<file path="config.mk">
export PLATFORM = sky130hd
export DESIGN_NAME = rnmi_trap_ctrl
export DESIGN_NICKNAME = d
export VERILOG_FILES = /design/src/rtl/rnmi_pkg.sv /design/src/rtl/rnmi_arbiter.sv /design/src/rtl/rnmi_enable.sv /design/src/rtl/rnmi_csr_file.sv /design/src/rtl/rnmi_trap_ctrl.sv
export SDC_FILE = /design/constraint.sdc
export NUM_CORES = 1
export LEC_CHECK = 0
export BUFFER_PORTS_ARGS = -buffer_cell sky130_fd_sc_hd__buf_4
export CORE_ASPECT_RATIO = 0.75
export CORE_MARGIN = 4
export CORE_UTILIZATION = 43
export DETAILED_ROUTE_END_ITERATION = 12
export PLACE_DENSITY = 0.77
export RECOVER_POWER = 25
export SKIP_LAST_GASP = 1
export SYNTH_ARGS = -nofsm -noshare
export SYNTH_HDL_FRONTEND = slang
export SYNTH_SLANG_ARGS = --single-unit
</file>
<file path="constraint.sdc">
create_clock -name clk_i -period 2.05 [get_ports clk_i]
set_clock_uncertainty 0.05 [all_clocks]
set_input_delay 0.5125 -clock clk_i [delete_from_list [all_inputs] [get_ports clk_i]]
set_output_delay 0.5125 -clock clk_i [all_outputs]
set_load 0.01 [all_outputs]
</file>
<file path="src/rtl/rnmi_pkg.sv">
package rnmi_pkg;
  localparam logic [1:0] PRIV_U = 2'd0;
  localparam logic [1:0] PRIV_S = 2'd1;
  localparam logic [1:0] PRIV_M = 2'd3;

  localparam logic [11:0] ADDR_SCRATCH = 12'h350;
  localparam logic [11:0] ADDR_EPC     = 12'h351;
  localparam logic [11:0] ADDR_CAUSE   = 12'h352;
  localparam logic [11:0] ADDR_STATUS  = 12'h353;

  localparam int PP_LO     = 11;
  localparam int ILL_CAUSE = 2;

  typedef enum logic [1:0] {
    ACT_NONE,
    ACT_NMI,
    ACT_NEXC,
    ACT_RET
  } act_e;
endpackage

</file>
<file path="src/rtl/rnmi_arbiter.sv">
module rnmi_arbiter
  import rnmi_pkg::*;
(
  input  logic       en_i,
  input  logic       nmi_req_i,
  input  logic       exc_req_i,
  input  logic       mnret_i,
  input  logic [1:0] priv_i,
  output act_e       act_o,
  output logic       ill_o,
  output logic       exc_any_o
);
  always_comb begin
    ill_o     = mnret_i && (priv_i != PRIV_M);
    exc_any_o = exc_req_i || ill_o;
    if (nmi_req_i && en_i)
      act_o = ACT_NMI;
    else if (exc_any_o && !en_i)
      act_o = ACT_NEXC;
    else if (mnret_i && !ill_o && !exc_req_i)
      act_o = ACT_RET;
    else
      act_o = ACT_NONE;
  end
endmodule

</file>
<file path="src/rtl/rnmi_enable.sv">
module rnmi_enable (
  input  logic clk_i,
  input  logic rst_ni,
  input  logic take_i,
  input  logic ret_i,
  output logic en_o
);
  logic en_q;

  always_ff @(posedge clk_i or negedge rst_ni) begin
    if (!rst_ni)     en_q <= 1'b1;
    else if (take_i) en_q <= 1'b0;
    else if (ret_i)  en_q <= 1'b1;
  end

  assign en_o = en_q;
endmodule

</file>
<file path="src/rtl/rnmi_csr_file.sv">
module rnmi_csr_file
  import rnmi_pkg::*;
#(
  parameter int XLEN     = 32,
  parameter int CODE_W   = 4,
  parameter bit HAS_CODE = 1'b1
) (
  input  logic              clk_i,
  input  logic              rst_ni,
  input  logic              we_i,
  input  logic [11:0]       addr_i,
  input  logic [XLEN-1:0]   wdata_i,
  input  logic              take_i,
  input  logic [XLEN-1:0]   pc_i,
  input  logic [CODE_W-1:0] code_i,
  input  logic [1:0]        priv_i,
  output logic [XLEN-1:0]   rdata_o,
  output logic [XLEN-1:0]   epc_o,
  output logic [1:0]        pp_o
);
  localparam int PAD_W  = XLEN - 1 - CODE_W;
  localparam int HI_W   = XLEN - PP_LO - 2;

  logic [XLEN-1:0] scratch_q, epc_q, cause_q;
  logic [1:0]      pp_q;
  logic [XLEN-1:0] cause_entry;
  logic            wr_scratch, wr_epc, wr_cause, wr_status;

  generate
    if (HAS_CODE) begin : g_code
      assign cause_entry = {1'b1, {PAD_W{1'b0}}, code_i};
    end else begin : g_nocode
      assign cause_entry = {1'b1, {(XLEN-1){1'b0}}};
    end
  endgenerate

  assign wr_scratch = we_i && (addr_i == ADDR_SCRATCH);
  assign wr_epc     = we_i && (addr_i == ADDR_EPC);
  assign wr_cause   = we_i && (addr_i == ADDR_CAUSE);
  assign wr_status  = we_i && (addr_i == ADDR_STATUS);

  always_ff @(posedge clk_i or negedge rst_ni) begin
    if (!rst_ni) scratch_q <= '0;
    else if (wr_scratch) scratch_q <= wdata_i;
  end

  // entry update takes precedence over a colliding software write
  always_ff @(posedge clk_i or negedge rst_ni) begin
    if (!rst_ni) begin
      epc_q   <= '0;
      cause_q <= '0;
      pp_q    <= PRIV_U;
    end else if (take_i) begin
      epc_q   <= {pc_i[XLEN-1:1], 1'b0};
      cause_q <= cause_entry;
      pp_q    <= priv_i;
    end else begin
      if (wr_epc)    epc_q   <= {wdata_i[XLEN-1:1], 1'b0};
      if (wr_cause)  cause_q <= wdata_i;
      if (wr_status) pp_q    <= wdata_i[PP_LO+1:PP_LO];
    end
  end

  always_comb begin
    unique case (addr_i)
      ADDR_SCRATCH: rdata_o = scratch_q;
      ADDR_EPC:     rdata_o = epc_q;
      ADDR_CAUSE:   rdata_o = cause_q;
      ADDR_STATUS:  rdata_o = {{HI_W{1'b0}}, pp_q, {PP_LO{1'b0}}};
      default:      rdata_o = '0;
    endcase
  end

  assign epc_o = epc_q;
  assign pp_o  = pp_q;
endmodule

</file>
<file path="src/rtl/rnmi_trap_ctrl.sv">
module rnmi_trap_ctrl
  import rnmi_pkg::*;
#(
  parameter int              XLEN        = 32,
  parameter int              CODE_W      = 4,
  parameter bit              HAS_CODE    = 1'b1,
  parameter logic [XLEN-1:0] NMI_VEC     = 32'h0000_1000,
  parameter logic [XLEN-1:0] NMI_EXC_VEC = 32'h0000_1100
) (
  input  logic              clk_i,
  input  logic              rst_ni,
  input  logic              nmi_req_i,
  input  logic [CODE_W-1:0] nmi_code_i,
  input  logic              exc_req_i,
  input  logic [XLEN-1:0]   exc_cause_i,
  input  logic [XLEN-1:0]   pc_i,
  input  logic [1:0]        priv_i,
  input  logic              mnret_i,
  input  logic              csr_we_i,
  input  logic [11:0]       csr_addr_i,
  input  logic [XLEN-1:0]   csr_wdata_i,
  output logic [XLEN-1:0]   csr_rdata_o,
  output logic              redirect_o,
  output logic [XLEN-1:0]   redirect_pc_o,
  output logic [1:0]        priv_o,
  output logic              irq_disable_o,
  output logic              illegal_o,
  output logic              mtrap_we_o,
  output logic [XLEN-1:0]   mepc_o,
  output logic [XLEN-1:0]   mcause_o,
  output logic [1:0]        mpp_o
);
  act_e            act;
  logic            en, ill, exc_any;
  logic [XLEN-1:0] saved_epc;
  logic [1:0]      saved_pp;

  rnmi_arbiter u_arb (
    .en_i      (en),
    .nmi_req_i (nmi_req_i),
    .exc_req_i (exc_req_i),
    .mnret_i   (mnret_i),
    .priv_i    (priv_i),
    .act_o     (act),
    .ill_o     (ill),
    .exc_any_o (exc_any)
  );

  rnmi_enable u_en (
    .clk_i  (clk_i),
    .rst_ni (rst_ni),
    .take_i (act == ACT_NMI),
    .ret_i  (act == ACT_RET),
    .en_o   (en)
  );

  rnmi_csr_file #(
    .XLEN     (XLEN),
    .CODE_W   (CODE_W),
    .HAS_CODE (HAS_CODE)
  ) u_csr (
    .clk_i   (clk_i),
    .rst_ni  (rst_ni),
    .we_i    (csr_we_i),
    .addr_i  (csr_addr_i),
    .wdata_i (csr_wdata_i),
    .take_i  (act == ACT_NMI),
    .pc_i    (pc_i),
    .code_i  (nmi_code_i),
    .priv_i  (priv_i),
    .rdata_o (csr_rdata_o),
    .epc_o   (saved_epc),
    .pp_o    (saved_pp)
  );

  always_comb begin
    redirect_o    = 1'b0;
    redirect_pc_o = '0;
    priv_o        = priv_i;
    unique case (act)
      ACT_NMI: begin
        redirect_o    = 1'b1;
        redirect_pc_o = NMI_VEC;
        priv_o        = PRIV_M;
      end
      ACT_NEXC: begin
        redirect_o    = 1'b1;
        redirect_pc_o = NMI_EXC_VEC;
        priv_o        = PRIV_M;
      end
      ACT_RET: begin
        redirect_o    = 1'b1;
        redirect_pc_o = saved_epc;
        priv_o        = saved_pp;
      end
      default: ;
    endcase
  end

  assign irq_disable_o = !en;
  assign illegal_o     = ill;
  assign mtrap_we_o    = (act == ACT_NEXC) && exc_any;
  assign mepc_o        = pc_i;
  assign mcause_o      = exc_req_i ? exc_cause_i : XLEN'(ILL_CAUSE);
  assign mpp_o         = PRIV_M;
endmodule

</file>
* Word level (Yosys, flattened, before mapping)
Cells that the tools add are included.
** Operators by class
- Equal/unequal tests :: 8
- Multiplexer cells :: 16
- Reductions and logical operators :: 20
** Operators with widths (count)
- $mux W32 :: 5
- $pmux W32 S4 :: 1
- $pmux W32 S3 :: 1
- $eq A12 B10 Y1 const B :: 4
- $logic_and A1 B1 Y1 :: 10
- $mux W2 :: 5
- $reduce_bool A2 Y1 :: 4
- $eq A2 B2 Y1 const B :: 2
- $pmux W2 S2 :: 1
- $logic_not A1 Y1 :: 3
- $mux W1 :: 3
- $reduce_or A3 Y1 :: 1
- $eq A2 B1 Y1 const B :: 1
- $ne A2 B2 Y1 const B :: 1
- $reduce_or A2 Y1 :: 1
- $logic_or A1 B1 Y1 :: 1
** Storage, ports and cells
- Register bits after elaboration :: 99
- Input port bits :: 120
- Logic and storage cells :: 49

* Depth between registers and ports, before layout
Gate-level depths: netlist of the first run.
- Depth in word-level cells :: 11
- Mapped depth :: 7
- Gate-level depth less buffers :: 4

* Cells and area by module
From an unflattened synthesis of the first run, not the netlist that was laid out.
** Unflattened totals
- Cell total of the unflattened synthesis :: 558
- Area total of the unflattened synthesis :: 5984.5 µm²
** By module, submodules not included
- rnmi_csr_file :: times used 1, cells each 424, area an instance 5056.1 µm², seq. area each 2427.3 µm²
- rnmi_trap_ctrl :: times used 1, cells each 124, area an instance 838.3 µm², seq. area each 0.0 µm²
- rnmi_arbiter :: times used 1, cells each 8, area an instance 53.8 µm², seq. area each 0.0 µm²
- rnmi_enable :: times used 1, cells each 2, area an instance 36.3 µm², seq. area each 26.3 µm²

* Least setup slack after synthesis of the first run
OpenSTA, ideal clock, no wires.
- Kind :: in2out
- From :: in csr_addr_i[0]
- To :: out csr_rdata_o[16]
- Arrival :: 1696 ps
- Required time :: 1487 ps
- Setup slack :: -208 ps
- Stages on the path :: 6
- Path buffers :: 3
- Cell sequence :: buf_2 > nor2b_1 > clkbuf_1 > buf_1 > a21oi_1 > nor2_1
** Between the ends
- Cells in the longest elaborated chain, start to end :: 2
- Elaborated cells between the ends (all ways) :: 5
- Those cells by class :: eq/ne: 4; mux: 1
** Ends and longest elaborated chain
- start, declared :: line rnmi_trap_ctrl.sv:20 : input logic [11:0] csr_addr_i,
- $eq A12 B10 Y1 :: line rnmi_csr_file.sv:65 : unique case (addr_i)
- $pmux W32 S4 * :: line rnmi_csr_file.sv:65
- end, declared :: line rnmi_trap_ctrl.sv:22 : output logic [XLEN-1:0] csr_rdata_o,
Mark *: on every way between the ends. The rest lies on a longest branch, timed or not.

* Worst setup path in the final report of the first run
- From :: in csr_addr_i[10]
- To :: out csr_rdata_o[0]
The elaborated chain is that of the path after synthesis.

==> out/summary.md, run 1 <==
For the worst setup path, the data arrival time is 1.63 ns. Flip-flop cell with the highest count after synthesis: sky130_fd_sc_hd__dfrtp_1. The areal power density over the cells came out at 591.9 nW/um^2.

The post-synthesis area per instance is 9.807 um^2. The number of buffers and inverters on the critical path is 3. The repair_antennas step left the layout with diodes totalling 0.

For the maximum count of clock buffers along a single path, the log shows 2. The endpoint identified for the worst register-to-register timing path is u_csr.epc_o[16]. The initial utilization of the core area, before any placement, comes to 44.63%. Summing the areas of all fa, ha and maj instances in the mapped netlist gives 0% of the synthesized area. The run gives 949 as the placed cell count.

The xor/xnor cell area share of the yosys netlist was 0%; the count of non-filler cells in the finished layout was 970. After layout, the worst path uses 106.9% of the clock period. STA puts the critical path data required time at 1.49 ns. Counting every instance in the synthesized netlist gives 568.

The first detailed-routing pass took 4 iterations. The run finished, with violations left. In this run the count of I/O pins placed on the die edge is 256.

The start-to-end type of the worst setup path is in2out. In the routed design, unresolved DRC markers number 0. The number of maximum-capacitance constraint violations came out at 0.

The total count of max-transition violations in the final report was 0; the count of buffers from port buffering was 250. The timing-limited maximum frequency was 456.4 MHz; the largest net degree at the start of global routing was 51. The endpoint kind of the worst setup timing path was an output port. After synthesis the cells add up to 5570 um^2.

Category of cells accounting for the largest share of critical-path delay: simple AND/OR/NAND/NOR gates. In the final layout, the share of cells above drive strength 1 is 51.37%. The flip-flop and latch count after synthesis was 98; the number of synthesis warnings was 0. For this run, asynchronously set or reset flops after synthesis account for 100.0%. For the final-stage net count, the log shows 919. The standard-cell row count was 35. The clock drives 98 sinks.

Counting flops with a built-in enable in the synthesized netlist gives 0. The mux share of post-synthesis cell area is 19.27%, and the number of CTS-inserted buffers is 9. The share of synthesized cell area in and, or, nand and nor gates came out at 16.82%. The top cell type by area accounts for 43.58% of the synthesized area.

The final hold violation count is 0, and the depth of the most critical reg-to-reg path is 5. The logs give 0.004178 uW for the reported leakage power and 65 for the setup violation total in the final timing report. After synthesis, the largest family of logic cells by area is multiplexers. The area of the placeable core is 12,480 um^2, and the count of hold-fix buffers inserted at cts is 0.

The routability-driven placement congestion ratio was 0.8841. The die is 139.4 um wide. The first global-routing pass estimated 26,880 um of wire. CTS built an H-tree with a depth of 3.

The completed layout was analyzed and its total power is 5050 uW. The synthesis-to-layout area growth is 53.17%, and the remaining antenna violation count after routing is 0. Summing the sequential cell areas from Yosys gives 44.05% of the chip area.

The global route total overflow was 0. Headroom to the max-slew limit came out at 44.07%. Global routing consumed, over all layers together, 22.39% of the routing resources. The element type at the critical path start was a primary input.

Clock-pin slew was measured on the worst setup and hold paths at 0.07 ns. Along the worst path, the maximum fanout reaches 8. For the pin with the worst max-slew slack, the measured transition is 0.8389 ns. TritonCTS built the clock tree. IR analysis of the VDD net gives a maximum drop of 0.4872 mV.

In the final routed layout, each cell accounts on average for 18.49 um. Summing over every cut layer, the via total after detailed routing is 5,063. Subtracting the final worst setup slack from the clock period gives 2.191 ns.

The tools report the post-route worst setup slack as -0.1412 ns. In this run the worst hold path is classified as in2async. The die area was 14,860 um^2; the source-to-sink clock delay at the later pin of the worst-skew pair was 0.34 ns.

The run gives 5,137 as the number of global-route vias before repair. The cell taking the most area after synthesis is sky130_fd_sc_hd__dfrtp_1. Delay contributed by the slowest stage of the critical path: 0.30 ns.

The startpoint identified for the worst register-to-register timing path is u_en.en_o. By area the synthesized netlist is led by sky130_fd_sc_hd__dfrtp_1 44%, sky130_fd_sc_hd__mux2i_1 12%, sky130_fd_sc_hd__and2_1 7.1%. Initial antenna violation count: 0. The tools report the area of the multi-input gates as 3039 um^2.

Registers take 2454 um^2. In the routed layout, each cell is associated on average with a via count of 5.220. The critical path goes through buf_6, and4bb_2, and2_4, nand2_8, buf_12, nor3_4, buf_4. The final reports fail on negative setup slack. Counting distinct cell types in the post-synthesis netlist gives 37. In this run the register-to-register setup slack is 0.13 ns. The floorplan die height is 106.6 um. Fill cells in the final layout number 923. The run gives 17,940 um as the post-detailed-routing wire length. The clock root buffer is sky130_fd_sc_hd__clkbuf_16. Setup repair after global routing could not meet its margin everywhere. The cell with the biggest individual delay on the critical path is sky130_fd_sc_hd__and4bb_2. Detailed placement finished with a half-perimeter wire length of 13,140 um. Prior to clock tree synthesis, the placed netlist has a worst setup slack of -0.2417 ns. The detailed router finished its first iteration with 142 violations.

Summing the areas of all compound-gate instances in the mapped netlist gives 11.50% of the synthesized area.
cells by family after synthesis:
logic type,after synthesis
and+or+nand+nor,185
DFF,98
buffers and inverters,76
other,2
muxes,103
AOI/OAI and AO/OA,104
routing by layer:
layer | GRT usage, % | vias to the layer above | share of wire, %
met2 | 39.93 | 190 | 51
met5 | 0 | - | 0
li1 | - | 2372 | -
met3 | 5.305 | 22 | 7.0
met1 | 27.24 | 2479 | 40
met4 | 6.215 | 0 | 1.6
flip-flops by register name, indices dropped and copies added (netlist names):
register and cells:
u_csr.pp_o 2, u_en.en_o 1, u_csr.epc_o 31, u_csr.cause_q 32, u_csr.scratch_q 32
cell type report:
cell class | count | share of cell area (%)
repair buffers | 293 | 29.54
multi-input cells | 395 | 35.62
flip-flops and latches | 98 | 28.76
well taps | 166 | 2.434
clock inverters | 7 | 0.9239
inverters | 2 | 0.08799
clock buffers | 9 | 2.640
synth_stat cells (all sizes together), types with 3 or more instances:
master  number
and2        63
a22o        25
a21oi       36
dfrtp       97
nand3        3
mux2        34
nand2       33
buf         56
nor2        72
o21ai       34
clkbuf      18
mux2i       69
through the flow:
| stage | util (%) | cell area, um^2 | hold WS, ns | setup TNS (ns) |
|---|---|---|---|---|
| after floorplan | - | 5672 | 0.1669 | -0.4339 |
| after global placement | 61.89 | 7725 | 0.4230 | -5.355 |
| after detailed placement | 61.89 | 7725 | 0.4364 | -6.757 |
| after CTS | 66.01 | 8238 | 0.06982 | -5.546 |
| after global routing | 68.36 | 8532 | 0.2661 | -8.333 |
| final | 68.36 | 8532 | 0.2106 | -5.509 |
power by group:
| part | switching (uW) | total, uW | internal (uW) |
|---|---|---|---|
| logic | 501 | 1020 | 516 |
| clock network | 761 | 1720 | 957 |
| registers | 171 | 2320 | 2140 |
how the worst max path moves through the flow:
stage / endpoint / depth (start not counted) / slack [ns] / startpoint
floorplan: csr_rdata_o[18] / 5 / -0.02 / csr_addr_i[7]
global placement: csr_rdata_o[11] / 6 / -0.20 / csr_addr_i[7]
detailed placement: csr_rdata_o[11] / 6 / -0.24 / csr_addr_i[7]
CTS: redirect_pc_o[11] / 5 / -0.14 / u_en.en_o
global route: csr_rdata_o[14] / 7 / -0.18 / csr_addr_i[7]
finish: csr_rdata_o[0] / 7 / -0.14 / csr_addr_i[10]
cells in the final DEF (no fill, tap or decap), types with 2 or more instances in the layout:
cell type,n
sky130_fd_sc_hd__buf_4,236
sky130_fd_sc_hd__dfrtp_1,97
sky130_fd_sc_hd__mux2i_1,69
sky130_fd_sc_hd__and2_1,52
sky130_fd_sc_hd__nor2_1,41
sky130_fd_sc_hd__buf_6,41
sky130_fd_sc_hd__nand2_1,32
sky130_fd_sc_hd__mux2_2,32
sky130_fd_sc_hd__o21ai_0,32
sky130_fd_sc_hd__nor2_4,26
sky130_fd_sc_hd__a22o_1,25
sky130_fd_sc_hd__a21oi_1,22
sky130_fd_sc_hd__a21oi_2,14
sky130_fd_sc_hd__and2_4,11
sky130_fd_sc_hd__clkbuf_16,11
sky130_fd_sc_hd__buf_12,11
sky130_fd_sc_hd__nor2_2,5
sky130_fd_sc_hd__conb_1,3
sky130_fd_sc_hd__inv_1,2
sky130_fd_sc_hd__nand2b_1,2
sky130_fd_sc_hd__o22a_1,2
sky130_fd_sc_hd__and4bb_2,2
sky130_fd_sc_hd__o21ai_2,2
sky130_fd_sc_hd__nand3_2,2
sky130_fd_sc_hd__mux2_1,2
sky130_fd_sc_hd__clkinvlp_4,2
sky130_fd_sc_hd__clkinv_4,2
repair_timing:
action / 4_1_cts / 5_1_grt
pin swaps: 17 / 17
gates cloned: 0 / 2
endpoints found under the setup margin: 64 / 71
resized for setup: 46 / 68
setup buffers: 3 / 3
Power figures use the tool's default switching activity.
==> run 2: changes to the inputs <==
--- a/config.mk
+++ b/config.mk
@@ -8,9 +8,9 @@
 export BUFFER_PORTS_ARGS = -buffer_cell sky130_fd_sc_hd__buf_4
 export CORE_ASPECT_RATIO = 0.75
 export CORE_MARGIN = 4
-export CORE_UTILIZATION = 43
+export CORE_UTILIZATION = 40
 export DETAILED_ROUTE_END_ITERATION = 12
-export PLACE_DENSITY = 0.77
+export PLACE_DENSITY = 0.73
 export RECOVER_POWER = 25
 export SKIP_LAST_GASP = 1
 export SYNTH_ARGS = -nofsm -noshare
==> out/summary.md, run 2 (synthesis gave the netlist of run 1 again) <==
The run finished, with violations left. The checks that failed: negative setup slack. The number of CTS-inserted buffers is 9 (unchanged).

The share of total power consumed by net switching was 27.73% (-0.66 points). Walking the worst path, the cells encountered are buf_6, and4bb_2, and2_4, nand2_8, buf_12, nor2_2, buf_4. The tools report the power share of the clock group as 33.4% (-0.6 points). For the worst relative slew slack, the log shows 47.25% (+3.2 points). Required time reported for the critical path endpoint: 1.49 ns (about the same). The largest net degree at the start of global routing is 87 (+71%), and the final design utilization is 61.15% (-7.2 points).

The floorplan die height works out to 110.2 um (+3.4%). The die outline width was 144.3 um (+3.5%). The first-pass detailed-route iteration total is 4 (unchanged), and the buffers plus inverters on the worst setup path is 3 (unchanged).

For the worst path arrival time, the log shows 1.61 ns (-0.02 ns). The routability-driven placement congestion ratio was 0.8321 (-5.9%). The timing-limited maximum frequency was 460.2 MHz (+0.83%).

Global-route wire length before repair: 27,040 um (+0.62%). The count of cells along the worst hold path is 2, and the areal power density over the cells is 598.3 nW/um^2 (+1.1%). The global route total overflow was 0 (unchanged); the setup TNS after final layout was -5.061 ns (+0.4482 ns).

TritonCTS built the clock tree. The worst setup path is of the in2out kind. The net switching component of the power is 1385 uW (-3.4%).

The run gives 21.87% (-0.52 points) as the total routing resource utilization after global routing. Leaving out fill and tap cells, the most frequent cells in the layout are 207 x sky130_fd_sc_hd__buf_4, 97 x sky130_fd_sc_hd__dfrtp_1, 69 x sky130_fd_sc_hd__mux2i_1, 44 x sky130_fd_sc_hd__buf_6, 41 x sky130_fd_sc_hd__nor2_1. The number of global-route vias before repair is 5,190 (+1.0%).

The sequential share of power is 46.4% (+0.6 points), and the worst-margin pin slew is 0.7913 ns (-0.04757 ns). From synthesis to final layout, the design area changed by 49.91%. The count of H-tree levels built during CTS is 3 (unchanged). Total of fill cells in the finished design: 1,154 (+25%).

The clock-pin slew on the worst setup and hold paths works out to 0.06 ns (about the same). The worst reg-to-reg setup slack was 0.28 ns (+0.15 ns); the cell count along the critical path was 7 (unchanged). The worst hold path terminates at u_en.en_o. The final HPWL from detailed placement was 13,430 um (+2.2%); the final hold violation count was 0 (unchanged). The clock sink total was 98 (unchanged); the fraction of final layout cells with drive strength greater than 1 was 48.33% (-3.0 points). Setup repair after global routing could not meet its margin everywhere. The tools report the terminus of the critical flop-to-flop path as u_csr.cause_q[21]. The tools report the standard-cell row count as 37 (+5.7%).

The final critical delay including setup and external delays is 2.173 ns (-0.01814 ns). The area of the placeable core was 13,660 um^2 (+9.4%). The worst setup path is captured at an output port. The worst hold path belongs to the class in2reg. The share of the clock period used by the worst path is 106.0% (-0.88 points).

The number of top-level design ports was 256 (unchanged). Leaving out fill and tap cells, the most frequent cell in the layout is sky130_fd_sc_hd__buf_4. The post-detailed-routing wire length was 18,020 um (+0.45%).

The die area is 15,900 um^2 (+7.0%), and the worst hold slack across all endpoints is 0.3110 ns (+0.1004 ns). The starting utilization of the core area was 40.79% (-3.8 points). The logs give 3611 uW (-0.15%) for the internal power summed over all cells and 0.33 ns (about the same) for the source-to-sink clock delay at the later pin of the worst-skew pair.

The maximum count of clock buffers along a single path was 2 (unchanged); the post-route worst setup slack was -0.1231 ns (+0.01814 ns). The number of maximum-capacitance constraint violations is 0 (unchanged). STA classifies the critical path startpoint as a primary input. The depth of the most critical reg-to-reg path was 6 (+1); the reported leakage power was 0.004097 uW (-2.0%). The tools report the startpoint of the most critical hold path as nmi_req_i. The setup violation total in the final timing report is 64 (-1.5%), and the count of buffers from port buffering is 250 (unchanged). The via count of the routed design came out at 5,035 (-0.55%). The ratio of routed vias to standard cells is 5.117 (-2.0%), and the total count of max-transition violations in the final report is 0 (unchanged).

The tools report the antenna diode count as 0 (unchanged). The worst register-to-register path begins at u_en.en_o. The initial antenna violation count is 0 (unchanged). The detail-routed net length per standard cell is 18.31 um (-0.98%). Category of cells accounting for the largest share of critical-path delay: simple AND/OR/NAND/NOR gates. The root buffer cell chosen for the clock tree is sky130_fd_sc_hd__clkbuf_16. The tools report the count of unresolved DRC violations after routing as 0 (unchanged).

For the DRC violation total after the first TritonRoute iteration, the log shows 239 (+68%). The largest fanout of any net on the critical path came out at 12 (+4). The share of total power in combinational logic was 20.2% (about the same); the delay contributed by the slowest stage of the critical path was 0.31 ns (about the same). For the remaining antenna violation count after routing, the log shows 0 (unchanged). The largest voltage drop on the vdd net was 0.4331 mV (-11%). The slowest stage of the critical path is the sky130_fd_sc_hd__and4bb_2 cell.

The tools report the final-stage net count as 924 (+0.54%).
run 2: cell count changes in the layout (fill, tap and decap cells not counted), moves of 20 or more:
cell,change
sky130_fd_sc_hd__clkbuf_1,+32
sky130_fd_sc_hd__and2_1,-20
sky130_fd_sc_hd__nor2_2,+25
sky130_fd_sc_hd__buf_4,-29
sky130_fd_sc_hd__and2_4,+20
sky130_fd_sc_hd__nor2_4,-25
run 2: worst max-delay path by stage:
| stage | startpoint | endpoint | slack [ns] |
|---|---|---|---|
| finish | csr_addr_i[10] | csr_rdata_o[8] | -0.12 |
| detailed placement | csr_addr_i[7] | csr_rdata_o[12] | -0.29 |
| global route | csr_addr_i[10] | csr_rdata_o[4] | -0.17 |
| CTS | u_en.en_o | redirect_pc_o[9] | -0.13 |
| global placement | csr_addr_i[7] | csr_rdata_o[12] | -0.26 |
| floorplan | csr_addr_i[7] | csr_rdata_o[18] | -0.02 |
run 2: area by class of cell:
type                    count  area (um^2)  share of cell area, %
repair buffers            298         2460                  29.46
clock inverters             6        65.06                 0.7791
clock buffers              10        229.0                  2.742
well taps                 175        219.0                  2.622
inverters                   2        7.507                0.08990
multi-input cells         395         2917                  34.93
flip-flops and latches     98         2454                  29.38
run 2: power groups by stage:
stage	Sequential [uW]	Combinational, uW	Clock (uW)
CTS	2300	1020	1720
detailed placement	2340	989	0
global placement	2320	956	0
finish	2320	1010	1670
floorplan	2280	496	0
global route	2340	1120	1800
run 2: metal layers:
layer  GRT usage (%)  routed length, um  vias up
li1                -                  -     2388
met3           4.140               1056       25
met4           5.859                271        0
met2           37.58               8848      173
met1           28.56               7842     2449
met5               0                  0        -
run 2: what timing repair did:
action,4_1_cts,5_1_grt
gates resized for setup,45,45
setup buffers,3,4
endpoints found under the hold margin,12,0
endpoints found under the setup margin,64,66
pin swaps,14,18
cloned,1,0
hold buffers,1,0
run 2: stage by stage:
step / instances / total power [uW] / setup WS [ns] / area, um^2
finish: 984 / 4996 / -0.1231 / 8351
global route: 984 / 5262 / -0.1703 / 8351
CTS: 981 / 5043 / -0.1328 / 8312
detailed placement: 960 / 3326 / -0.2851 / 7806
global placement: 960 / 3279 / -0.2632 / 7806
floorplan: 569 / 2778 / -0.01991 / 5672
==> run 3: changes to the inputs <==
--- a/config.mk
+++ b/config.mk
@@ -5,12 +5,11 @@
 export SDC_FILE = /design/constraint.sdc
 export NUM_CORES = 1
 export LEC_CHECK = 0
-export BUFFER_PORTS_ARGS = -buffer_cell sky130_fd_sc_hd__buf_4
 export CORE_ASPECT_RATIO = 0.75
 export CORE_MARGIN = 4
 export CORE_UTILIZATION = 40
 export DETAILED_ROUTE_END_ITERATION = 12
-export PLACE_DENSITY = 0.73
+export DONT_BUFFER_PORTS = 1
 export RECOVER_POWER = 25
 export SKIP_LAST_GASP = 1
 export SYNTH_ARGS = -nofsm -noshare
==> out/summary.md, run 3 (synthesis gave the netlist of run 1 again) <==
The source-to-sink clock delay at the later pin of the worst-skew pair is 0.34 ns (about the same), and the worst setup slack before clock tree synthesis is -0.1290 ns (+0.1562 ns). For the required time reported for the critical path endpoint, the log shows 1.49 ns (about the same). The timing-limited maximum frequency came out at 491.5 MHz (+6.8%). TritonCTS built the clock tree. For the worst hold slack across all endpoints, the log shows -0.1931 ns (-0.5041 ns). The count of buffers from port buffering was 0 (-100%). For the count of H-tree levels built during CTS, the log shows 3 (unchanged). Leaving out fill and tap cells, the most frequent cell in the layout is sky130_fd_sc_hd__dfrtp_1.

In the layout the commonest cells are 97 x sky130_fd_sc_hd__dfrtp_1, 69 x sky130_fd_sc_hd__mux2i_1, 41 x sky130_fd_sc_hd__nor2_1, 36 x sky130_fd_sc_hd__a21oi_1, 33 x sky130_fd_sc_hd__o21ai_0. The global route total overflow is 0 (unchanged), and the areal power density over the cells is 724.8 nW/um^2 (+21%). The run gives 0 (unchanged) as the total count of max-transition violations in the final report. The worst register-to-register path begins at u_en.en_o. The run gives 18.76% (-3.1 points) as the total routing resource utilization after global routing. The final critical delay including setup and external delays is 2.035 ns (-0.1385 ns). The post-route worst setup slack is 0.01539 ns (+0.1385 ns).

The clock-pin slew on the worst setup and hold paths is 0.06 ns (about the same). Terminus of the critical flop-to-flop path: u_csr.epc_o[18]. The largest net degree at the start of global routing is 99 (+14%), and the starting utilization of the core area is 40.79% (unchanged). The checks that failed: negative hold slack. The routability-driven placement congestion ratio came out at 0.7549 (-9.3%). The worst setup path is captured at an output port. The worst hold path belongs to the class in2async. The count of non-filler cells in the finished layout is 718 (-27%), and the area of the placeable core is 13,660 um^2 (unchanged).

The logs give 15,900 um^2 (unchanged) for the die area and 0 (unchanged) for the antenna diode count. The logs give 256 (unchanged) for the number of top-level design ports and 0 (unchanged) for the initial antenna violation count. The worst setup path is of the in2out kind.

The logs give 0.002804 uW (-32%) for the reported leakage power and 0.4409 mV (+1.8%) for the largest voltage drop on the vdd net. The synthesis-to-layout area growth was 11.55%; the maximum count of clock buffers along a single path was 2 (unchanged). Setup repair after global routing could not meet its margin everywhere. The run gives 5729 um^2 (-27%) as the instance area after placement. The last element of the critical path is csr_rdata_o[16]. For the clock sink total, the log shows 98 (unchanged). The run gives 3,990 (-21%) as the via count of the routed design. Die outline width: 144.3 um (unchanged). The flow ran to the end, but the final reports show violations. For the final-stage net count, the log shows 660 (-29%). In this run the clock root is driven by a sky130_fd_sc_hd__clkbuf_16. The share of the clock period used by the worst path is 99.25% (-6.8 points). The run gives 37 (unchanged) as the standard-cell row count. The detail-routed net length per standard cell came out at 20.83 um (+14%). The run gives 0 (unchanged) as the count of unresolved DRC violations after routing. The logs give 1.47 ns (-0.14 ns) for the worst path arrival time and 0 (unchanged) for the number of maximum-capacitance constraint violations. The design area is 6213 um^2 (-26%), and the floorplan die height is 110.2 um (unchanged). The ratio of routed vias to standard cells was 5.557 (+8.6%). For the final hold violation count, the log shows 98 (+98). Largest fanout of any net on the critical path: 19 (+7). The placed cell count is 700 (-27%).

The setup violation total in the final timing report came out at 0 (-100%). The post-detailed-routing wire length is 14,960 um (-17%), and the DRC violation total after the first TritonRoute iteration is 132 (-45%). The depth of the most critical reg-to-reg path is 6 (unchanged), and the worst reg-to-reg setup slack is 0.23 ns (-0.05 ns). The run gives 4,031 (-22%) as the number of global-route vias before repair.

The tools report the global-route wire length before repair as 22,540 um (-17%). The run gives 10,860 um (-19%) as the final HPWL from detailed placement. For the number of CTS-inserted buffers, the log shows 9 (unchanged).

The element type at the critical path start is a primary input. The tools report the first-pass detailed-route iteration total as 4 (unchanged). The launching instance or port of the critical path was csr_addr_i[7]. The tools report the remaining antenna violation count after routing as 0 (unchanged). The fraction of final layout cells with drive strength greater than 1 came out at 28.73% (-20 points).
## run 3: cell count changes in the layout (fill, tap and decap cells not counted), sizes merged
cell / previous run / this run
clkinvlp: 1 / 2
dlygate4sd3: 1 / 0
clkbuf: 42 / 10
buf: 265 / 34
clkinv: 3 / 0
## run 3: critical path, stage by stage
cell                       delay (ns)
sky130_fd_sc_hd__and4bb_2        0.28
sky130_fd_sc_hd__and2_4          0.16
sky130_fd_sc_hd__nand2_2         0.10
sky130_fd_sc_hd__buf_8           0.21
sky130_fd_sc_hd__nor2_2          0.19
## run 3: power by group
| part | leakage (uW) | total [uW] | switching [uW] | internal (uW) |
|---|---|---|---|---|
| Sequential | 0.00130 | 2320 | 170 | 2150 |
| Clock | 0.000131 | 1650 | 714 | 937 |
| Combinational | 0.00137 | 538 | 283 | 255 |
| Total | 0.00280 | 4500 | 1170 | 3340 |
## run 3: through the flow
stage	util, %	TNS [ns]	power, uW
final	45.50	0	4503
after global routing	45.50	-0.8059	4745
after CTS	44.94	-0.08275	4544
after detailed placement	41.95	-1.820	2840
after global placement	41.95	-1.624	2805
after floorplan	-	-0.4339	2778
## run 3: area by class of cell
type | instances | area [um^2]
Fill cell | 1287 | 7443
Multi-Input combinational cell | 395 | 2927
Sequential cell | 98 | 2454
Timing Repair Buffer | 34 | 324.1
Clock buffer | 10 | 229.0
Tap cell | 175 | 219.0
Clock inverter | 4 | 53.80
Inverter | 2 | 7.507
## run 3: per-layer routing
layer  part of all wire (%)  track usage (%)  up-vias  wire (um)
met5                      0                0        -          0
met4                   0.91            4.727        0        136
met3                    6.8            5.649        9       1015
met1                     44            24.82     1996       6597
li1                       -                -     1854          -
met2                     48            30.38      131       7210
## run 3: worst min path at each step
stage | end | slack, ns
after global placement | u_csr.epc_o[19] | 0.17
after floorplan | u_csr.cause_q[0] | 0.17
final | u_csr.epc_o[18] | -0.19
after CTS | u_csr.epc_o[20] | -0.21
after detailed placement | u_csr.epc_o[20] | 0.17
after global routing | u_csr.epc_o[18] | -0.22
## run 3: repair_timing
action / 4_1_cts / 5_1_grt
gates resized for setup: 33 / 21
pin swaps: 1 / 4
cloned: 1 / 0
endpoints found under the setup margin: 59 / 55
hold endpoints to repair: 98 / 98
setup buffers: 2 / 1
